$ cat src/rtl/pwm_stage_pkg.sv
package pwm_stage_pkg;
  typedef enum logic {
    EDGE_FALL = 1'b0,
    EDGE_RISE = 1'b1
  } edge_sel_e;
endpackage

$ cat src/rtl/deadtime_pair.sv
module deadtime_pair #(
  parameter int DT_W = 11
) (
  input  logic            clk_i,
  input  logic            rst_ni,
  input  logic            raw_i,
  input  logic            en_i,
  input  logic [DT_W-1:0] dt_i,
  output logic            hi_o,
  output logic            lo_o
);
  localparam logic [DT_W-1:0] SAT = '1;

  logic            raw_q;
  logic [DT_W-1:0] run_q, run_d, eff_dt;
  logic            run_en, settled;

  // run_d: number of earlier consecutive cycles that held the current level
  always_comb begin
    if (raw_i != raw_q)    run_d = '0;
    else if (run_q == SAT) run_d = run_q;
    else                   run_d = run_q + DT_W'(1);
    eff_dt  = en_i ? dt_i : '0;
    settled = (run_d >= eff_dt);
    hi_o    = raw_i & settled;
    lo_o    = ~raw_i & settled;
    run_en  = (run_d != run_q);
  end

  always_ff @(posedge clk_i or negedge rst_ni) begin
    if (!rst_ni) begin
      raw_q <= 1'b0;
      run_q <= '0;
    end else begin
      raw_q <= raw_i;
      if (run_en) run_q <= run_d;
    end
  end
endmodule

$ cat src/rtl/edge_flag.sv
module edge_flag
  import pwm_stage_pkg::*;
(
  input  logic      clk_i,
  input  logic      rst_ni,
  input  logic      sig_i,
  input  edge_sel_e sel_i,
  input  logic      clr_i,
  output logic      hit_o,
  output logic      flag_o
);
  logic sig_q, flag_q, flag_d;

  always_comb begin
    if (sel_i == EDGE_RISE) hit_o = sig_i & ~sig_q;
    else                    hit_o = ~sig_i & sig_q;
    flag_d = hit_o | (flag_q & ~clr_i);
  end

  always_ff @(posedge clk_i or negedge rst_ni) begin
    if (!rst_ni) begin
      sig_q  <= 1'b0;
      flag_q <= 1'b0;
    end else begin
      sig_q  <= sig_i;
      flag_q <= flag_d;
    end
  end

  assign flag_o = flag_q;
endmodule

$ cat src/rtl/pwm_pair_stage.sv
module pwm_pair_stage
  import pwm_stage_pkg::*;
#(
  parameter int N_PAIRS = 3,
  parameter int DT_W    = 11
) (
  input  logic                   clk_i,
  input  logic                   rst_ni,
  input  logic [N_PAIRS-1:0]     raw_i,
  input  logic                   brake_i,
  input  logic [DT_W-1:0]        dt_count_i,
  input  logic [N_PAIRS-1:0]     dt_en_i,
  input  logic [2*N_PAIRS-1:0]   mask_en_i,
  input  logic [2*N_PAIRS-1:0]   mask_data_i,
  input  logic [2*N_PAIRS-1:0]   brake_lvl_i,
  input  logic [2*N_PAIRS-1:0]   pol_i,
  input  logic [N_PAIRS-1:0]     edge_type_i,
  input  logic [N_PAIRS-1:0]     edge_ie_i,
  input  logic [N_PAIRS-1:0]     flag_clr_i,
  output logic [2*N_PAIRS-1:0]   pin_o,
  output logic [N_PAIRS-1:0]     edge_flag_o,
  output logic                   irq_o
);
  localparam int N_CH = 2 * N_PAIRS;

  logic [N_CH-1:0]    gen_w;
  logic [N_CH-1:0]    masked_w;
  logic [N_CH-1:0]    level_w;
  logic [N_PAIRS-1:0] edge_hit_w;

  for (genvar p = 0; p < N_PAIRS; p++) begin : g_pair
    deadtime_pair #(.DT_W(DT_W)) u_dt (
      .clk_i (clk_i),
      .rst_ni(rst_ni),
      .raw_i (raw_i[p]),
      .en_i  (dt_en_i[p]),
      .dt_i  (dt_count_i),
      .hi_o  (gen_w[2*p]),
      .lo_o  (gen_w[2*p+1])
    );
  end

  // override order: mask, then brake, then polarity
  always_comb begin
    masked_w = (gen_w & ~mask_en_i) | (mask_data_i & mask_en_i);
    level_w  = brake_i ? brake_lvl_i : masked_w;
    pin_o    = level_w ^ pol_i;
  end

  for (genvar g = 0; g < N_PAIRS; g++) begin : g_edge
    edge_flag u_ef (
      .clk_i (clk_i),
      .rst_ni(rst_ni),
      .sig_i (level_w[2*g]),
      .sel_i (edge_sel_e'(edge_type_i[g])),
      .clr_i (flag_clr_i[g]),
      .hit_o (edge_hit_w[g]),
      .flag_o(edge_flag_o[g])
    );
  end

  assign irq_o = |(edge_flag_o & edge_ie_i);
endmodule

$ cat config.mk
export PLATFORM = sky130hd
export DESIGN_NAME = pwm_pair_stage
export DESIGN_NICKNAME = d
export VERILOG_FILES = /design/src/rtl/pwm_stage_pkg.sv /design/src/rtl/deadtime_pair.sv /design/src/rtl/edge_flag.sv /design/src/rtl/pwm_pair_stage.sv
export SDC_FILE = /design/constraint.sdc
export NUM_CORES = 1
export LEC_CHECK = 0
export BUFFER_PORTS_ARGS = -buffer_cell sky130_fd_sc_hd__buf_2
export CORE_UTILIZATION = 56
export DETAILED_ROUTE_END_ITERATION = 8
export GPL_TIMING_DRIVEN = 0
export HOLD_SLACK_MARGIN = 0.06
export PLACE_DENSITY = 0.81
export RECOVER_POWER = 25
export SETUP_SLACK_MARGIN = 0.3
export SLEW_MARGIN = 10
export SYNTH_ARGS = -nofsm -noshare
export SYNTH_HDL_FRONTEND = slang
export SYNTH_SLANG_ARGS = --single-unit
export TNS_END_PERCENT = 20
$ cat constraint.sdc
create_clock -name clk_i -period 3.6 [get_ports clk_i]
set_input_delay 0.18 -clock clk_i [delete_from_list [all_inputs] [get_ports clk_i]]
set_output_delay 0.18 -clock clk_i [all_outputs]
set_load 0.02 [all_outputs]
Word-level counts from Yosys, hierarchy flattened. Cells that the tools add are included.

Equal/unequal tests: 9. Reduce and logical (&&, ||, !) cells: 1. Multiplexer cells: 13. $lt $le $gt $ge: 3. $add $sub $neg: 3. Bitwise operators: 36.

Operators with widths (number): two-way mux 11 bit (9); adder 11 x 1 -> 11 bit (second input constant) (3); equality test 11 bit (second input constant) (3); >= comparator 11 bit (3); inequality test 11 bit (3); bitwise AND 1 bit (15); bitwise AND 6 bit (2); NOT 1 bit (12); two-way mux 6 bit (1); NOT 6 bit (1); OR 6 bit (1); bitwise XOR 6 bit (1); bitwise AND 3 bit (1); two-way mux 1 bit (3); inequality test 1 bit (3); OR 1 bit (3); OR reduction 3 bit (1).

Word-level logic and storage cells: 77. Bits of input ports: 53. Bits in registers: 42. Output and inout bits: 10.

Longest topological paths before layout.
Depth after elaboration: 12. Depth in mapped cells: 15. Depth with buffers taken out: 14.

Hierarchy. A second synthesis with hierarchy kept.

Cell total of the unflattened synthesis: 368. Area, all modules: 3335.7 um2.

Modules (own cells, without submodules): deadtime_pair at g_pair[1].u_dt ... (area each 949.7 um2, sequential area each 300.3 um2, times used 2, cells an instance 107); deadtime_pair at g_pair[0].u_dt (area each 949.7 um2, sequential area each 300.3 um2, times used 1, cells an instance 106); edge_flag (area each 95.1 um2, sequential area each 50.0 um2, times used 3, cells an instance 7); pwm_pair_stage (area each 201.4 um2, sequential area each 0.0 um2, times used 1, cells an instance 27).

Worst setup path after synthesis. OpenSTA, ideal clock, no wires.

Kind: register to output. Start: register g_pair[2].u_dt.run_q[0]. End: output pin_o[5]. Stages on the path, launching flop included: 16. Arrival: 3373 ps. Path slack: 47 ps. Cells stage by stage: dfrtp_1 -> ha_1 -> nand2_1 -> nor3_2 -> nand4_1 -> buf_2 -> nand2_1 -> xor2_1 -> nor2_1 -> ha_1 -> and3_1 -> a22o_1 -> a2111oi_4 -> a21boi_0 -> mux2i_1 -> o31ai_1.

Word-level cells in the longest chain between the ends: 9. Elaborated cells between the ends (all ways): 10. Classes of those cells: add/sub: 1; order compare: 1; eq/ne: 1; mux: 3; bitwise: 4.

RTL lines: from (decl) (RTL line deadtime_pair.sv:15) `logic [DT_W-1:0] run_q, run_d, eff_dt;`; from (signal assigned) (RTL line deadtime_pair.sv:36) `if (run_en) run_q <= run_d;`; adder 11 x 1 -> 11 bit or equality test 11 bit (tied branches) (RTL line deadtime_pair.sv:22, deadtime_pair.sv:21); two-way mux 11 bit * (RTL line deadtime_pair.sv:21) `else if (run_q == SAT) run_d = run_q;`; two-way mux 11 bit * (RTL line deadtime_pair.sv:20) `if (raw_i != raw_q) run_d = '0;`; net g_pair[2].u_dt.run_d[5] (RTL line deadtime_pair.sv:15); >= comparator 11 bit * (RTL line deadtime_pair.sv:24) `settled = (run_d >= eff_dt);`; bitwise AND 1 bit * (RTL line deadtime_pair.sv:26) `lo_o = ~raw_i & settled;`; bitwise AND 6 bit * (RTL line pwm_pair_stage.sv:45) `masked_w = (gen_w & ~mask_en_i) | (mask_data_i & mask_en_i);`; OR 6 bit * (RTL line pwm_pair_stage.sv:45); two-way mux 6 bit * (RTL line pwm_pair_stage.sv:46) `level_w = brake_i ? brake_lvl_i : masked_w;`; bitwise XOR 6 bit * (RTL line pwm_pair_stage.sv:47) `pin_o = level_w ^ pol_i;`; to (decl) (RTL line pwm_pair_stage.sv:20) `output logic [2*N_PAIRS-1:0] pin_o,`.

The timed path passes the listed nets; every way through them passes the cells marked *.

Worst setup path after layout.
Start: register g_pair[1].u_dt.run_q[1]. End: output pin_o[3].

Word-level cells in the longest chain between the ends: 9. Elaborated cells between the ends (all ways): 10. Classes of those cells: add/sub: 1; order compare: 1; eq/ne: 1; mux: 3; bitwise: 4.

RTL lines (RTL line): from (decl) (deadtime_pair.sv:15); from (signal assigned) (deadtime_pair.sv:36); adder 11 x 1 -> 11 bit or equality test 11 bit (tied branches) (deadtime_pair.sv:22, deadtime_pair.sv:21); two-way mux 11 bit * (deadtime_pair.sv:21); two-way mux 11 bit * (deadtime_pair.sv:20); net g_pair[1].u_dt.run_d[4] (deadtime_pair.sv:15); >= comparator 11 bit * (deadtime_pair.sv:24); bitwise AND 1 bit * (deadtime_pair.sv:26); bitwise AND 6 bit * (pwm_pair_stage.sv:45); OR 6 bit * (pwm_pair_stage.sv:45); two-way mux 6 bit * (pwm_pair_stage.sv:46); bitwise XOR 6 bit * (pwm_pair_stage.sv:47).

Marked as above.

==> out/qor.yml <==
avgSynthCellArea_um2: 8.42
dieHeight_um: 78.5
synth_seq_cells: 42
clock_latency_ns: 0.30
fin_hold_ws_ns: 0.108
num-nets-final: 587
syn-cell-area_um2: 3280
syn_to_final_growth_pct: 35.5
relSlewSlack_pct: -51.9
grt_pass1_vias: 3242
synth-simple-area-share_pct: 22.7
rows: 27
htree_levels: 2
synth-edff-count: 0
synthAdderAreaFrac_pct: 13.7
overflow: 0
ant_nets: 0
dieWidth_um: 78.5
drive_gt1_share_pct: 32.1
synthMuxAreaShare_pct: 2.18
worst-path-max-fanout: 5
yosysWarnings: 0
maxCapViolCount: 1
slowest_stage: "dfrtp_1"
final_hold_viol_count: 0
initialDrtViolationCount: 206
wl_um: 9340
cts_tree: "done"
fmax_mhz: 273
core_area_um2: 5570
worst-setup-path-type: "flip-flop to output pin"
grt_max_degree: 43
setup_ws_ns: -0.0648
max-vdd-ir-drop_uv: 201
via_per_inst: 5.84
crit_chain: "ha_4 -> nand3_4 -> nor2_4 -> nand4_1 -> buf_6 -> nand4_1 -> xor2_2 -> nor2_1 -> ha_1 -> a21o_1 -> a21o_1 -> a221o_1 -> nor4bb_1 -> or2_4 -> xnor2_2 -> buf_4"
pre_cts_slack_ns: -0.334
slowest_delay_ns: 0.41
timing.final.crit_share_pct: 102
ios: 63
synth-main-ff-cell: "dfrtp_1"
r2r_end: "g_edge[0].u_ef.flag_o$_DFF_PN0_"
vias: 3333
cts-root-buf: "clkbuf_8"
worst_slew_pin_slew_ns: 2.28
required_ns: 3.42
layout_commonest_cell: "nand2_1"
ys_types: 51
synthCells: 389
violations: "capacitance limit, slew limit, setup timing"
dieArea_um2: 6160
crit_arrival_ns: 3.48
reg2reg_depth: 17
antenna_found_initial: 0
synth_xor_area_share_pct: 9.09
synth-seq-area-share_pct: 32.1
drc: 0
dr.pass1.iters: 4
powerDensity_nw_per_um2: 289
port_buffers: 62
worstSetupEndpointType: "output pin"
maxSlewViolCount: 43
min_from: "flag_clr_i[2]"
period_needed_ns: 3.66
status: "finished, violations left"
cts_sinks: 42
synth_area_leader_cell: "dfrtp_1"
async_flop_share_pct: 100
grt_pass1_wl_um: 14500
start_util_pct: 58.8
synth_top_family_by_area: "simple AND/OR/NAND/NOR gates"
final_util_pct: 79.6
skew_ns: 0.00496
track_usage_pct: 30.2
hpwl_um: 6230
synth_compound_area_share_pct: 16.5
r2r_setup_slack_ns: 0.22
synth_area_leaders: "dfrtp_1, ha_1, nand2_1, xor2_1, nor2_1"
clockBufferDepth: 2
netlist.area_leader.share_pct: 32.1
setup_viol: 3
hold_path.class: "input pin to flip-flop"
p_leak_nw: 2.13
whs_endpoint: "g_edge[2].u_ef.flag_o$_DFF_PN0_"
grt_setup_unrepaired: "yes"
syn_nets: 478
hold_depth: 2
start_kind: "flip-flop"
wl_per_cell_um: 16.4
diodes: 0
rr_startpoint: "g_pair[0].u_dt.run_q[1]$_DFFE_PN0P_"
cts_buffers: 5
routabilityCongestion: 0.935
layout_common_cells: "nand2_1, buf_2, dfrtp_1, buf_4, nor2_1"
path_clk_slew_ns: 0.08
==> power by group <==
| group | internal [mW] | switching, mW | leakage [nW] |
|---|---|---|---|
| sequential | 0.499 | 0.0290 | 0.562 |
| combinational | 0.194 | 0.238 | 1.52 |
| clock | 0.155 | 0.168 | 0.0482 |
| total | 0.848 | 0.436 | 2.13 |
==> sequential cells by signal, indices dropped and copies added (netlist names) <==
register / count
g_edge.u_ef.flag_o: 3
g_edge.u_ef.sig_q: 3
g_pair.u_dt.raw_q: 3
g_pair.u_dt.run_q: 33
==> stage by stage <==
stage	instances	cell area (µm²)	TNS, ns	power [mW]
after floorplan	389	3320	0	0.744
after global placement	523	3720	-0.345	0.845
after detailed placement	523	3720	-0.765	0.860
after CTS	569	4300	0	1.24
after global routing	571	4440	-0.929	1.35
final	571	4440	-0.0893	1.28
==> worst max-delay path: cells and delay by family, from the launching register on <==
kind / cells / cell delay [ns]
and+or+nand+nor: 7 / 1.03
AOI/OAI and AO/OA: 3 / 0.69
DFF: 1 / 0.41
adders and majority gates: 2 / 0.39
buffers and inverters: 2 / 0.34
xor gates and xnor gates: 2 / 0.32
==> cell type report <==
class	instances	area, µm²
Clock inverter	1	5.00
Inverter	12	45.0
Sequential cell	42	1050
Buffer	16	96.3
Clock buffer	7	86.3
Fill cell	362	1130
Timing Repair Buffer	102	634
Tap cell	72	90.1
Multi-Input combinational cell	319	2430
==> metal layers <==
layer	routed length, µm	GRT usage, %	up-vias
met3	609	6.51	41
met4	375	11.3	0
met1	3630	35.0	1562
li1	-	-	1586
met2	4730	54.3	144
met5	0	0	-
==> kinds of logic after synthesis <==
logic type / after synthesis
AOI/OAI and AO/OA: 80
buffers and inverters: 28
xor gates and xnor gates: 34
adders and majority gates: 36
DFF: 42
muxes: 7
and+or+nand+nor: 162
==> cells in the mapped netlist, drive strengths merged, types with 2 or more instances <==
| cell | n |
|---|---|
| o21a | 2 |
| nand2 | 61 |
| a2111oi | 2 |
| nor3 | 3 |
| and3 | 7 |
| o31ai | 2 |
| o211ai | 2 |
| nor2 | 45 |
| nor2b | 7 |
| o21ai | 11 |
| nand2b | 3 |
| a31oi | 6 |
| ha | 36 |
| a311oi | 2 |
| o221ai | 4 |
| or3b | 2 |
| xor2 | 26 |
| nand3 | 17 |
| inv | 12 |
| clkbuf | 9 |
| buf | 7 |
| a21o | 7 |
| a21oi | 33 |
| xnor2 | 8 |
| nand4 | 7 |
| mux2i | 6 |
| dfrtp | 42 |
| and2 | 3 |
==> what timing repair did <==
action,CTS,global route
hold buffers,3,0
endpoints found under the setup margin,11,8
setup buffers,35,2
resized for setup,53,23
hold endpoints to repair,44,0
pin swaps,32,20
cloned,0,0
==> how the worst max path moves through the flow <==
stage,from,slack (ns),cells past startpoint,endpoint
floorplan,g_pair[0].u_dt.run_q[0]$_DFFE_PN0P_,0.30,15,pin_o[1]
global placement,g_pair[0].u_dt.run_q[0]$_DFFE_PN0P_,-0.22,16,pin_o[1]
detailed placement,g_pair[0].u_dt.run_q[0]$_DFFE_PN0P_,-0.33,16,pin_o[1]
CTS,g_pair[0].u_dt.run_q[1]$_DFFE_PN0P_,0.01,16,pin_o[1]
global route,g_pair[1].u_dt.run_q[1]$_DFFE_PN0P_,-0.25,16,pin_o[3]
finish,g_pair[1].u_dt.run_q[1]$_DFFE_PN0P_,-0.06,16,pin_o[3]
Power figures use the tool's default switching activity.
